<file path="src/rtl/codec_ctl_regs.sv">
`timescale 1ns/1ps
module codec_ctl_regs #(
  parameter logic [6:0]  DEV_ADDR = 7'h1A,
  parameter int          NUM_REGS = 9,
  parameter logic [15:0] ID_WORD  = 16'h8523,
  parameter logic [2:0]  REV_WORD = 3'd1
) (
  input  logic        clk,
  input  logic        rst_n,
  input  logic        scl_i,
  input  logic        sda_i,
  output logic        sda_oe,
  output logic [1:0]  pwr_state,
  output logic [15:0] port_cfg,
  output logic [15:0] clk_cfg,
  output logic [15:0] dac_ctl,
  output logic [15:0] vol_l,
  output logic [15:0] vol_r,
  output logic [15:0] zdet_cfg
);
  localparam logic [7:0] TOP_ADDR = 8'(NUM_REGS - 1);

  typedef enum logic [2:0] {S_IDLE, S_RX, S_RACK, S_TX, S_MACK, S_IGN} st_t;
  typedef enum logic [2:0] {P_DEV, P_REG, P_HI, P_LO, P_END} ph_t;

  function automatic logic [15:0] dflt(input int i);
    case (i)
      3:       return 16'h1812;
      5:       return 16'h0001;
      6, 7:    return 16'h0190;
      default: return 16'h0000;
    endcase
  endfunction

  logic [2:0]  scl_s, sda_s;
  st_t         st;
  ph_t         ph;
  logic [3:0]  cnt;
  logic [7:0]  sh, tx, ptr, hold;
  logic        rd, sel_lo, ack;
  logic [15:0] rd_word;
  logic [15:0] rf [2:NUM_REGS-1];

  wire scl_q = scl_s[1];
  wire scl_p = scl_s[2];
  wire sda_q = sda_s[1];
  wire sda_p = sda_s[2];
  wire rise  = scl_q & ~scl_p;
  wire fall  = ~scl_q & scl_p;
  wire start = scl_q & scl_p & sda_p & ~sda_q;
  wire stop  = scl_q & scl_p & ~sda_p & sda_q;

  wire byte_done = fall && st == S_RX && cnt == 4'd8;
  wire dev_hit   = sh[7:1] == DEV_ADDR;
  wire reg_ok    = sh <= TOP_ADDR;
  wire wr_en     = byte_done && ph == P_LO;

  always_comb begin
    case (ph)
      P_DEV:      ack = dev_hit;
      P_REG:      ack = reg_ok;
      P_HI, P_LO: ack = 1'b1;
      default:    ack = 1'b0;
    endcase
  end

  always_comb begin
    rd_word = 16'h0000;
    if (ptr == 8'd0) rd_word = ID_WORD;
    else if (ptr == 8'd1) rd_word = {13'd0, REV_WORD};
    for (int i = 2; i < NUM_REGS; i++)
      if (ptr == 8'(i)) rd_word = rf[i];
  end

  always_ff @(posedge clk or negedge rst_n) begin
    if (!rst_n) begin
      scl_s <= 3'b111;
      sda_s <= 3'b111;
    end else begin
      scl_s <= {scl_s[1:0], scl_i};
      sda_s <= {sda_s[1:0], sda_i};
    end
  end

  always_ff @(posedge clk or negedge rst_n) begin
    if (!rst_n) begin
      st <= S_IDLE; ph <= P_DEV; cnt <= 4'd0; sh <= 8'd0; tx <= 8'd0;
      ptr <= 8'd0; hold <= 8'd0; rd <= 1'b0; sel_lo <= 1'b0; sda_oe <= 1'b0;
    end else if (start) begin
      st <= S_RX; ph <= P_DEV; cnt <= 4'd0; sda_oe <= 1'b0;
    end else if (stop) begin
      st <= S_IDLE; sda_oe <= 1'b0;
    end else begin
      case (st)
        S_RX:
          if (rise) begin
            sh  <= {sh[6:0], sda_q};
            cnt <= cnt + 4'd1;
          end else if (byte_done) begin
            if (ack) begin
              sda_oe <= 1'b1;
              st     <= S_RACK;
              case (ph)
                P_DEV: begin rd <= sh[0]; ph <= sh[0] ? P_END : P_REG; end
                P_REG: begin ptr <= sh; ph <= P_HI; end
                P_HI:  begin hold <= sh; ph <= P_LO; end
                default: ph <= P_END;
              endcase
            end else begin
              st <= S_IGN;
            end
          end
        S_RACK:
          if (fall) begin
            cnt <= 4'd0;
            if (rd) begin
              st <= S_TX; tx <= rd_word[15:8]; sda_oe <= ~rd_word[15]; sel_lo <= 1'b1;
            end else begin
              st <= S_RX; sda_oe <= 1'b0;
            end
          end
        S_TX:
          if (rise) cnt <= cnt + 4'd1;
          else if (fall) begin
            if (cnt == 4'd8) begin
              sda_oe <= 1'b0; st <= S_MACK;
            end else begin
              tx <= {tx[6:0], 1'b0}; sda_oe <= ~tx[6];
            end
          end
        S_MACK:
          if (rise && sda_q) st <= S_IGN;
          else if (fall) begin
            st <= S_TX; cnt <= 4'd0; sel_lo <= ~sel_lo;
            if (sel_lo) begin tx <= rd_word[7:0];  sda_oe <= ~rd_word[7];  end
            else        begin tx <= rd_word[15:8]; sda_oe <= ~rd_word[15]; end
          end
        default: sda_oe <= 1'b0;
      endcase
    end
  end

  always_ff @(posedge clk or negedge rst_n) begin
    if (!rst_n) begin
      for (int i = 2; i < NUM_REGS; i++) rf[i] <= dflt(i);
    end else if (wr_en) begin
      for (int i = 2; i < NUM_REGS; i++)
        if (ptr == 8'd0) rf[i] <= dflt(i);
        else if (ptr == 8'(i)) rf[i] <= {hold, sh};
    end
  end

  assign pwr_state = rf[2][1:0];
  assign port_cfg  = rf[3];
  assign clk_cfg   = rf[4];
  assign dac_ctl   = rf[5];
  assign vol_l     = rf[6];
  assign vol_r     = rf[7];
  assign zdet_cfg  = rf[8];

  AST_FOREIGN_NACK: assert property (@(posedge clk) disable iff (!rst_n)
    byte_done && ph == P_DEV && !dev_hit |=> !sda_oe);
  AST_BADREG_NACK: assert property (@(posedge clk) disable iff (!rst_n)
    byte_done && ph == P_REG && !reg_ok |=> !sda_oe);
  AST_WRITE_IN_RANGE: assert property (@(posedge clk) disable iff (!rst_n)
    wr_en |-> ptr <= TOP_ADDR);
  AST_REV_WRITE_NOP: assert property (@(posedge clk) disable iff (!rst_n)
    wr_en && ptr == 8'd1 |=> $stable(pwr_state) && $stable(port_cfg) && $stable(vol_l) && $stable(zdet_cfg));
  AST_SOFT_RESET: assert property (@(posedge clk) disable iff (!rst_n)
    wr_en && ptr == 8'd0 |=> pwr_state == 2'd0 && port_cfg == 16'h1812 && dac_ctl == 16'h0001 && vol_r == 16'h0190);
  AST_SDA_HOLD_SCL_HIGH: assert property (@(posedge clk) disable iff (!rst_n)
    scl_q && scl_p && !start && !stop |=> $stable(sda_oe));
endmodule

</file>
<file path="config.mk">
export PLATFORM = sky130hd
export DESIGN_NAME = codec_ctl_regs
export DESIGN_NICKNAME = d
export VERILOG_FILES = /design/src/rtl/codec_ctl_regs.sv
export SDC_FILE = /design/constraint.sdc
export NUM_CORES = 1
export LEC_CHECK = 0
export BUFFER_PORTS_ARGS = -buffer_cell sky130_fd_sc_hd__buf_2
export CORE_AREA = 3 3 186 143
export DETAILED_ROUTE_END_ITERATION = 10
export DIE_AREA = 0 0 189 146
export GPL_TIMING_DRIVEN = 0
export SLEW_MARGIN = 20
export SYNTH_ARGS = -nofsm -noshare
export SYNTH_HDL_FRONTEND = slang
export SYNTH_SLANG_ARGS = --single-unit
</file>
<file path="constraint.sdc">
create_clock -name clk -period 3.94 [get_ports clk]
set_input_delay 0.197 -clock clk [delete_from_list [all_inputs] [get_ports clk]]
set_output_delay 0.197 -clock clk [all_outputs]
set_load 0.05 [all_outputs]
</file>
==> results of run 1 <==
stage by stage:
stage	setup slack, ns	instance area, µm²
floorplan	1.85	8680
global placement	0.0933	9620
detailed placement	1.22	9650
CTS	1.21	10300
global route	0.912	10300
finish	1.04	10300
cell usage after synthesis, drive strengths merged (6+ instances only):
| master | count |
|---|---|
| a31oi | 6 |
| nor2b | 17 |
| inv | 14 |
| clkbuf | 33 |
| mux2i | 10 |
| nand3 | 17 |
| mux2 | 25 |
| nor3 | 19 |
| dfrtp | 145 |
| buf | 119 |
| nand2b | 19 |
| o21ai | 143 |
| a221oi | 7 |
| nor2 | 53 |
| a21oi | 34 |
| dfstp | 17 |
| o211ai | 9 |
| nand2 | 158 |
| a22oi | 8 |
where the power goes:
group	total (W)	leakage, nW	internal (W)	switching [W]
registers	0.00186	2.17	0.00176	0.0000994
logic	0.000694	2.28	0.000263	0.000431
clock network	0.00165	0.275	0.000914	0.000740
total	0.00421	4.73	0.00294	0.00127
routing by layer:
| layer | up-vias | track usage | wire [µm] |
|---|---|---|---|
| met5 | - | 0 | 0 |
| met1 | 3812 | 0.333 | 14300 |
| met2 | 338 | 0.296 | 12400 |
| met4 | 0 | 0.0577 | 638 |
| li1 | 3498 | - | - |
| met3 | 38 | 0.0568 | 2570 |
cell type report:
type                            instances  share of cell area
Inverter                               14             0.00512
Clock buffer                           19              0.0441
Clock inverter                         13              0.0122
Tap cell                              338              0.0412
Buffer                                152              0.0949
Timing Repair Buffer                  106              0.0563
Multi-Input combinational cell        625               0.349
Sequential cell                       162               0.397
state kept, by name, summed over array words and instances, names as in the netlist:
signal	flops
pwr_state	2
tx	7
port_cfg	16
sda_oe	1
scl_s	3
cnt	4
st	3
ph	3
vol_l	16
hold	8
rf	14
zdet_cfg	16
dac_ctl	16
clk_cfg	16
sel_lo	1
ptr	8
sda_s	3
sh	8
vol_r	16
rd	1
path summary, 6_finish.rpt:
| kind | from | end | slack [ns] |
|---|---|---|---|
| setup / recovery | ptr[1] | tx[0] | 1.04 |
| hold / removal | rst_n | st[2] | 0.30 |
| setup reg to reg | ptr[1] | tx[0] | 1.04 |
| hold reg to reg | scl_s[0] | scl_s[1] | 0.36 |
| max in group asynchronous | rst_n | scl_s[2] | 2.74 |
| min in group clk | scl_s[0] | scl_s[1] | 0.36 |
cell families (layout without fill, tap and decap cells):
group | count (synthesis) | count (layout) | synth area share
xor+xnor | 3 | 3 | 0.00303
flops | 162 | 162 | 0.469
buf+inv | 166 | 304 | 0.118
fa+ha+maj | 2 | 2 | 0.00288
mux | 36 | 36 | 0.0465
compound gates | 269 | 269 | 0.189
simple gates | 315 | 315 | 0.171
worst register-to-register path, delay by kind of cell (launching register included):
kind                   cells  cell delay (ns)
buffers and inverters      3             1.22
flip-flops                 1             0.38
AO/OA/AOI/OAI              5             1.18
==> results.md, run 1 <==
* Initial antenna violation count at 0
* Slowest-stage cell, CP: buf_1
* CTS sink cnt at 162
* Cell Count, Final, Fillers Out at 1429
* # rows at 50
* NumNets Final at 1084
* Delay-heaviest family, CP: buffers and inverters
* CP Depth at 8
* Reg2Reg Depth at 8
* Power Total at 0.00421 W
* Core area at 24800 µm²
* CTS clock-pin slew for the worst setup and hold paths at 0.07 ns
* Synth Instances at 953
* Initial DRC count at 839
* Hold WC Path Type: in -> async
* DIE AREA at 27600 µm²
* Pre-antenna DRT Iters at 5
* Clk buf depth at 2
* Post-CTS Hold Buffers at 3
* Hold WS at 0.299 ns
* Slew HR at 0.378
* Post-Route WL at 29900 µm
* Placed insts at 1394
* DRC violations left at 0
* CTS H-tree lvls at 4
* Cts repair resizes at 0
* CP Max Fanout at 10
* Commonest cells after routing, fill and taps aside: nand2_1 (158), dfrtp_1 (145), o21ai_0 (125)
* Synth cell types at 74
* # diodes at 0
* Number of global-route vias before repair at 7083
* Synth area leader: dfrtp_1
* # fillers at 2585
* Via count at 7686
* Seq cells post-synth at 162
* Part of the Yosys area used for sequential elements at 0.469
* Async SR Flop Fraction at 1.00
* Worst-Skew Late Latency at 0.44 ns
* I/O pins at 103
* Leak at 4.73 nW
* Synth area leaders: dfrtp_1 (42%), buf_4 (8.6%), o21ai_0 (7.2%)
* Hpwl dp at 21900 µm
* Pins over their slew limit at 0
* Congestion Overflow GR at 0
* Max_cap viols at 0
* Critical Path Max Stage Delay at 0.49 ns
* Clock Skew at 0.0131 ns
* Peak supply drop at 292 µV
* CTS tree: done
* Util after Layout at 0.413
* Commonest non-fill, non-tap cell in the layout: nand2_1
* Area grow syn2layout at 18.2%
* Startpoint types: register
* RSZ-0062 raised after global routing: no
* Layout cells sized above 1 at 0.280
* Worst-margin pin slew at 0.909 ns
* Final period util at 0.736
* GRT Total Usage at 0.216
* Main synth FF type: dfrtp_1
* Critical path's most frequent cell: o21ai_0
* Cell Area, Synth at 8680 µm²
* Syn avg cell area at 9.11 µm²
* Crit path capture type: register
* Setup CP Type: reg -> reg
* Gpl congestion at 0.964
* Routed len/inst at 20.9 µm
* Die height at 146 µm
* Mapped Nets at 959
* First-pass GRT wire length at 45200 µm
* Number of port buffers at 102
* Final ANT Viol Nets at 0
* Yosys top cell area share at 0.418
* CP Cell Sequence: buf_2, buf_1, clkbuf_1, o21ai_0, o21ai_0, o21ai_0, a221oi_1, o21ai_0
* Initial core utilization at 0.350
* CTS Root Cell: clkbuf_16
* TNS Setup at 0 ns
* Yosys warning count at 0
* Largest net degree at the start of global routing at 98
* WP buf/inv at 3
* Final count of hold timing violations at 0
* Vias/cell at 5.38
* Final setup fails at 0
* EDFF count, synth at 0
* TritonCTS Buffers at 17
* Chip width at 189 µm
* Critical Path RT at 4.24 ns
* Setup Fix Bufs, Post-CTS at 0
* Pwr/cell area at 410 nW/µm²
* Status: completed
* Arr. time, crit path at 3.20 ns
* Sequential cell area at 4080 µm²
* Final min period at 2.90 ns
* FMAX at 345 MHz
* Footprint of the multi-input gates at 3580 µm²
No activity file was read; power rests on OpenSTA's default activity.
==> inputs of run 2 (changes only) <==
- ABC_AREA: default -> 1
- CORE_AREA: 3 3 186 143 -> 3 3 185 142
- DIE_AREA: 0 0 189 146 -> 0 0 188 145
- clock period: 3.94 -> 2.9 ns (I/O delays scaled with it)
==> run 2 against run 1 <==
Compared with the run above: flip-flop and latch count unchanged; global-route usage decreased by 2.0 points; setup slack got worse by 0.41 ns; hold slack got worse by 0.057 ns; count of clock-buffer cells in the layout decreased by 2; sequential share of layout area increased by 0.63 points; critical path type unchanged; critical endpoint is now port_cfg[10]; largest power group unchanged.
==> results.md, run 2 <==
* Status: completed (unchanged)
* Grt met1 use at 0.302 (was 0.333)
* Pre-antenna DRT Iters at 7 (was 5)
* Leak at 5.06 nW (was 4.73 nW)
* Worst-margin pin slew at 0.777 ns (was 0.909 ns)
* Met3 Usage GRT at 0.0394 (was 0.0568)
* Async SR Flop Fraction at 1.00 (unchanged)
* Sw Share at 0.324 (was 0.302)
* Placed insts at 1483 (was 1394)
* RSZ-0062 raised after global routing: no (unchanged)
* Final count of hold timing violations at 0 (unchanged)
* Area grow syn2layout at 18.5% (was 18.2%)
* Final setup fails at 0 (unchanged)
* Crit path capture type: register (unchanged)
* Final ANT Viol Nets at 0 (unchanged)
* Footprint of the multi-input gates at 3170 µm² (was 3580 µm²)
* Pwr/cell area at 584 nW/µm² (was 410 nW/µm²)
* GRT Total Usage at 0.196 (was 0.216)
* # diodes at 0 (unchanged)
* Core area at 24700 µm² (was 24800 µm²)
* Via count at 7476 (was 7686)
* Net Sw Power at 0.00191 W (was 0.00127 W)
* Power Total at 0.00589 W (was 0.00421 W)
* TritonCTS Buffers at 17 (unchanged)
* CTS H-tree lvls at 4 (unchanged)
* Synth area leader: dfrtp_1 (unchanged)
* Initial core utilization at 0.345 (was 0.350)
* Placement Setup Slack at 0.634 ns (was 1.22 ns)
* Final period util at 0.784 (was 0.736)
* Commonest non-fill, non-tap cell in the layout: nand2_1 (unchanged)
* Chip width at 188 µm (was 189 µm)
* # rows at 50 (unchanged)
* Seq pwr share at 0.438 (was 0.442)
* Congestion Overflow GR at 0 (unchanged)
* EDFF count, synth at 0 (unchanged)
* Routed len/inst at 17.3 µm (was 20.9 µm)
* CTS tree: done (unchanged)
* Setup WS post-layout at 0.625 ns (was 1.04 ns)
* Sequential cell area at 4080 µm² (unchanged)
* CTS Root Cell: clkbuf_16 (unchanged)
* Hold WC Path Type: in -> async (unchanged)
* Pins over their slew limit at 0 (unchanged)
* CTS clock-pin slew for the worst setup and hold paths at 0.07 ns (about the same)
* Number of global-route vias before repair at 6910 (was 7083)
* Clock Skew at 0.0119 ns (was 0.0131 ns)
* Final min period at 2.27 ns (was 2.90 ns)
* Critical Path RT at 3.19 ns (was 4.24 ns)
* Part of the Yosys area used for sequential elements at 0.478 (was 0.469)
* Largest net degree at the start of global routing at 97 (was 98)
* Main synth FF type: dfrtp_1 (unchanged)
* Synth cell types at 42 (was 74)
* Seq cells post-synth at 162 (unchanged)
* Worst-Skew Late Latency at 0.44 ns (about the same)
* Synth area leaders: dfrtp_1 (43%), nand2_1 (12%), buf_4 (9.1%) (was dfrtp_1 (42%), buf_4 (8.6%), o21ai_0 (7.2%))
* Vias/cell at 4.92 (was 5.38)
* Synth Instances at 1042 (was 953)
* Syn avg cell area at 8.18 µm² (was 9.11 µm²)
* CP Max Fanout at 10 (unchanged)
* CTS sink cnt at 162 (unchanged)
* Gr busiest metal: met1 (unchanged)
* Cell Area, Synth at 8530 µm² (was 8680 µm²)
* FMAX at 440 MHz (was 345 MHz)
* Commonest cells after routing, fill and taps aside: nand2_1 (281), dfrtp_1 (145), buf_2 (118) (was nand2_1 (158), dfrtp_1 (145), o21ai_0 (125))
* Layout cells sized above 1 at 0.282 (was 0.280)
* First-pass GRT wire length at 41300 µm (was 45200 µm)
* Clk buf depth at 2 (unchanged)
* Comb power frac at 0.181 (was 0.165)
* Synth top cells by count: nand2_1 (281), dfrtp_1 (145), buf_4 (103) (was nand2_1 (158), dfrtp_1 (145), o21ai_0 (125))
* Crit path from: cnt[0] (was ptr[1])
* Yosys top cell area share at 0.426 (was 0.418)
* Reg-to-Reg Start: cnt[0] (was ptr[1])
* Yosys warning count at 0 (unchanged)
* Mapped Nets at 1048 (was 959)
* Arr. time, crit path at 2.56 ns (was 3.20 ns)
* Setup CP Type: reg -> reg (unchanged)
* Number of port buffers at 102 (unchanged)
* Cell Count, Final, Fillers Out at 1518 (was 1429)
* # fillers at 2502 (was 2585)
* DRC violations left at 0 (unchanged)
* Die height at 145 µm (was 146 µm)
* Clk pwr share at 0.382 (was 0.393)
* Slew HR at 0.480 (was 0.378)
* Gpl congestion at 0.905 (was 0.964)
* GR Layer Usage met2 at 0.278 (was 0.296)
* Post-Route WL at 26300 µm (was 29900 µm)
* Hpwl dp at 19600 µm (was 21900 µm)
* Initial DRC count at 789 (was 839)
* Count leader, synth: nand2_1 (unchanged)
* Startpoint types: register (unchanged)
* Cell Int Power at 0.00398 W (was 0.00294 W)
* Initial antenna violation count at 0 (unchanged)
* Peak supply drop at 384 µV (was 292 µV)
* Max_cap viols at 0 (unchanged)
* NumNets Final at 1173 (was 1084)
* DIE AREA at 27300 µm² (was 27600 µm²)
* I/O pins at 103 (unchanged)
## run 2: changes by cell type after synthesis, sizes merged, moves of 19 or more
cell	delta
nand3	+39
inv	+65
nand2b	-19
clkbuf	-27
nand2	+132
mux2	-25
nor2	+23
## run 2: power groups by stage
stage,clock network [W],logic (W),registers (W)
finish,0.00225,0.00106,0.00258
global route,0.00237,0.00122,0.00260
CTS,0.00226,0.00106,0.00258
detailed placement,0,0.00106,0.00261
global placement,0,0.00104,0.00261
floorplan,0,0.000763,0.00259
## run 2: metrics by stage
step	hold WS [ns]	util	area [µm²]	setup TNS (ns)
floorplan	-0.151	-	8530	0
global placement	0.253	0.383	9460	-129.47
detailed placement	0.141	0.384	9500	0
CTS	0.276	0.409	10100	0
global route	0.281	0.409	10100	0
finish	0.242	0.409	10100	0
## run 2: layout make-up
class	instances	share of cell area
Sequential cell	162	0.403
Multi-Input combinational cell	667	0.314
Buffer	133	0.0953
Timing Repair Buffer	106	0.0572
Clock buffer	17	0.0421
Tap cell	338	0.0419
Inverter	80	0.0312
Clock inverter	15	0.0146
## run 2: cells by family (layout without fill, tap and decap cells)
kind of cell,Yosys count,in the layout,share of synthesized area
AOI/OAI and AO/OA,206,206,0.134
xor gates and xnor gates,2,2,0.00205
adders and majority gates,2,2,0.00293
buffers and inverters,213,351,0.150
DFF,162,162,0.478
and+or+nand+nor,457,457,0.233
## run 2: worst paths after layout
kind,slack (ns),cells past startpoint,endpoint
worst max-delay path,0.63,10,port_cfg[10]
worst min-delay path,0.24,2,port_cfg[6]
worst max register to register,0.63,10,port_cfg[10]
worst min register to register,0.36,0,sda_s[1]
max in group asynchronous,1.75,3,scl_s[0]
min in group clk,0.36,0,sda_s[1]
## run 2: what timing repair did
action | in CTS | in global routing
gates resized for setup | 0 | 0
hold endpoints to repair | 66 | 0
buffers inserted | 0 | 0
hold buffers | 3 | 0
setup endpoints to repair | 0 | 0
## run 2: layer usage
layer  routed length [µm]  share of wire  up-vias
li1                     -              -     3547
met1                12600           0.48     3582
met2                11100           0.42      316
met3                 2050          0.078       31
met4                  469          0.018        0
met5                    0              0        -
## run 2: critical path, stage by stage, from the launching register on
cell and delay, ns:
dfrtp_1 0.42, inv_1 0.07, ha_1 0.13, nand3_1 0.21
nor3_4 0.31, nand3_2 0.22, a21oi_4 0.32, inv_4 0.13
buf_6 0.18, nand2_1 0.06, o21ai_1 0.07
==> inputs of run 3 (changes only) <==
- clock period: 2.9 -> 2.4 ns (I/O delays scaled with it)
==> run 3 against run 2 <==
Compared with the run above: clock skew up 0.0034 ns; power up 21%; register-to-register slack lost 0.48 ns; sequential share of layout area is 0.080 points lower; hold slack got worse by 0.017 ns; largest cell class unchanged.
==> results.md, run 3 (same netlist as run 2, synthesis figures left out) <==
* Hold WS at 0.225 ns (was 0.242 ns)
* CTS H-tree lvls at 4 (unchanged)
* CTS Root Cell: clkbuf_16 (unchanged)
* CTS tree: done (unchanged)
* Critical Path Max Stage Delay at 0.62 ns (was 0.42 ns)
* Via count at 7515 (was 7476)
* First-pass GRT wire length at 41300 µm (unchanged)
* FMAX at 444 MHz (was 440 MHz)
* Final count of hold timing violations at 0 (unchanged)
* CP Max Fanout at 8 (was 10)
* Slew HR at 0.480 (about the same)
* Pwr/cell area at 703 nW/µm² (was 584 nW/µm²)
* Slowest-stage cell, CP: nor2_1 (was dfrtp_1)
* NumNets Final at 1175 (was 1173)
* Sequential cell area at 4080 µm² (unchanged)
* DIE AREA at 27300 µm² (unchanged)
* Initial core utilization at 0.345 (unchanged)
* CP Capture Point: tx[6] (was port_cfg[10])
* Final ANT Viol Nets at 0 (unchanged)
* Worst-Skew Late Latency at 0.44 ns (about the same)
* Chip width at 188 µm (unchanged)
* Initial DRC count at 883 (was 789)
* # diodes at 0 (unchanged)
* Number of global-route vias before repair at 6910 (unchanged)
* # rows at 50 (unchanged)
* R2R setup slack at 0.15 ns (was 0.63 ns)
* Final period util at 0.939 (was 0.784)
* Arr. time, crit path at 2.62 ns (was 2.56 ns)
* Hold WC Path Type: in -> async (unchanged)
* Final min period at 2.25 ns (was 2.27 ns)
* Layout cells sized above 1 at 0.284 (was 0.282)
* Setup CP Type: reg -> reg (unchanged)
* Pins over their slew limit at 0 (unchanged)
* Congestion Overflow GR at 0 (unchanged)
* Clk buf depth at 2 (unchanged)
* Footprint of the multi-input gates at 3180 µm² (was 3170 µm²)
* RSZ-0062 raised after global routing: no (unchanged)
* Worst-margin pin slew at 0.777 ns (about the same)
* Commonest non-fill, non-tap cell in the layout: nand2_1 (unchanged)
* Crit path capture type: register (unchanged)
* FF-to-FF End: tx[6] (was port_cfg[10])
* GRT Total Usage at 0.196 (unchanged)
* Pre-antenna DRT Iters at 5 (was 7)
* Hpwl dp at 19600 µm (unchanged)
* Peak supply drop at 461 µV (was 384 µV)
* CTS sink cnt at 162 (unchanged)
* Final setup fails at 0 (unchanged)
* TritonCTS Buffers at 17 (unchanged)
* # fillers at 2501 (was 2502)
* Clock Skew at 0.0153 ns (was 0.0119 ns)
* Reg-to-Reg Start: ptr[5] (was cnt[0])
* Max_cap viols at 0 (unchanged)
* Vias/cell at 4.94 (was 4.92)
* Post-Route WL at 26300 µm (about the same)
* CP Cell Sequence: nor2_1, nand4_1, nor2_1, nand2_1, nand3_1, nor2_1, nand2_1, nand3_1, nand2_1, inv_1, a21oi_1 (was inv_1, ha_1, nand3_1, nor3_4, nand3_2, a21oi_4, inv_4, buf_6, nand2_1, o21ai_1)
* I/O pins at 103 (unchanged)
* DRC violations left at 0 (unchanged)
* Critical Path RT at 2.76 ns (was 3.19 ns)
* Core area at 24700 µm² (unchanged)
* Status: completed (unchanged)
* CTS clock-pin slew for the worst setup and hold paths at 0.08 ns (was 0.07 ns)
* Die height at 145 µm (unchanged)
* Routed len/inst at 17.3 µm (about the same)
* Number of port buffers at 102 (unchanged)
* Largest net degree at the start of global routing at 97 (unchanged)
* Commonest cells after routing, fill and taps aside: nand2_1 (281), dfrtp_1 (145), buf_2 (118) (unchanged)
* Leak at 5.07 nW (was 5.06 nW)
* Util after Layout at 0.410 (was 0.409)
* Initial antenna violation count at 0 (unchanged)
* Gpl congestion at 0.905 (unchanged)
* Reg2Reg Depth at 11 (was 10)
* Area grow syn2layout at 18.7% (was 18.5%)
* Startpoint types: register (unchanged)
* Crit path from: ptr[5] (was cnt[0])
## run 3: worst min-delay path by stage
| stage | startpoint | to | slack [ns] |
|---|---|---|---|
| 6_report | rst_n | port_cfg[6] | 0.22 |
| 3_3_place_gp | sda_i | sda_s[0] | 0.23 |
| 3_5_place_dp | rst_n | dac_ctl[9] | 0.12 |
| 4_1_cts | rst_n | dac_ctl[9] | 0.25 |
| 5_1_grt | rst_n | clk_cfg[6] | 0.26 |
| 2_1_floorplan | rst_n | clk_cfg[0] | -0.18 |
## run 3: repair_timing
item	CTS	global route
hold buffers	3	0
buffers inserted	0	2
endpoints found under the hold margin	66	0
gates resized for setup	0	1
endpoints found under the setup margin	0	3
## run 3: area by class of cell
class / count / share of cell area
flip-flops and latches: 162 / 0.403
multi-input cells: 667 / 0.314
plain buffers: 133 / 0.0951
repair buffers: 108 / 0.0586
clock buffers: 17 / 0.0420
well taps: 338 / 0.0418
inverters: 80 / 0.0312
clock inverters: 15 / 0.0146
## run 3: power breakdown
part	switching [W]	internal [W]
Combinational	0.000872	0.000417
Clock	0.00125	0.00147
Sequential	0.000182	0.00293
## run 3: metal layers
metal,track usage,part of all wire
met2,0.278,0.42
met5,0,0
met3,0.0394,0.075
met1,0.302,0.48
met4,0.0502,0.017
## run 3: worst max-delay path: cells and delay by family (launching register included)
family                 cells  cell delay (ns)
AO/OA/AOI/OAI              1             0.12
buffers and inverters      1             0.04
AND/OR/NAND/NOR            9             1.64
flip-flops                 1             0.38
## run 3: through the flow
step / power, W / cells / cell area (µm²) / worst slack (ns) / setup TNS [ns]
floorplan: 0.00405 / 1042 / 8530 / 0.597 / 0
global placement: 0.00441 / 1482 / 9460 / -1.39 / -205.01
detailed placement: 0.00444 / 1483 / 9500 / 0.134 / 0
CTS: 0.00713 / 1518 / 10100 / 0.128 / 0
global route: 0.00749 / 1520 / 10100 / 0.0225 / 0
finish: 0.00712 / 1520 / 10100 / 0.146 / 0
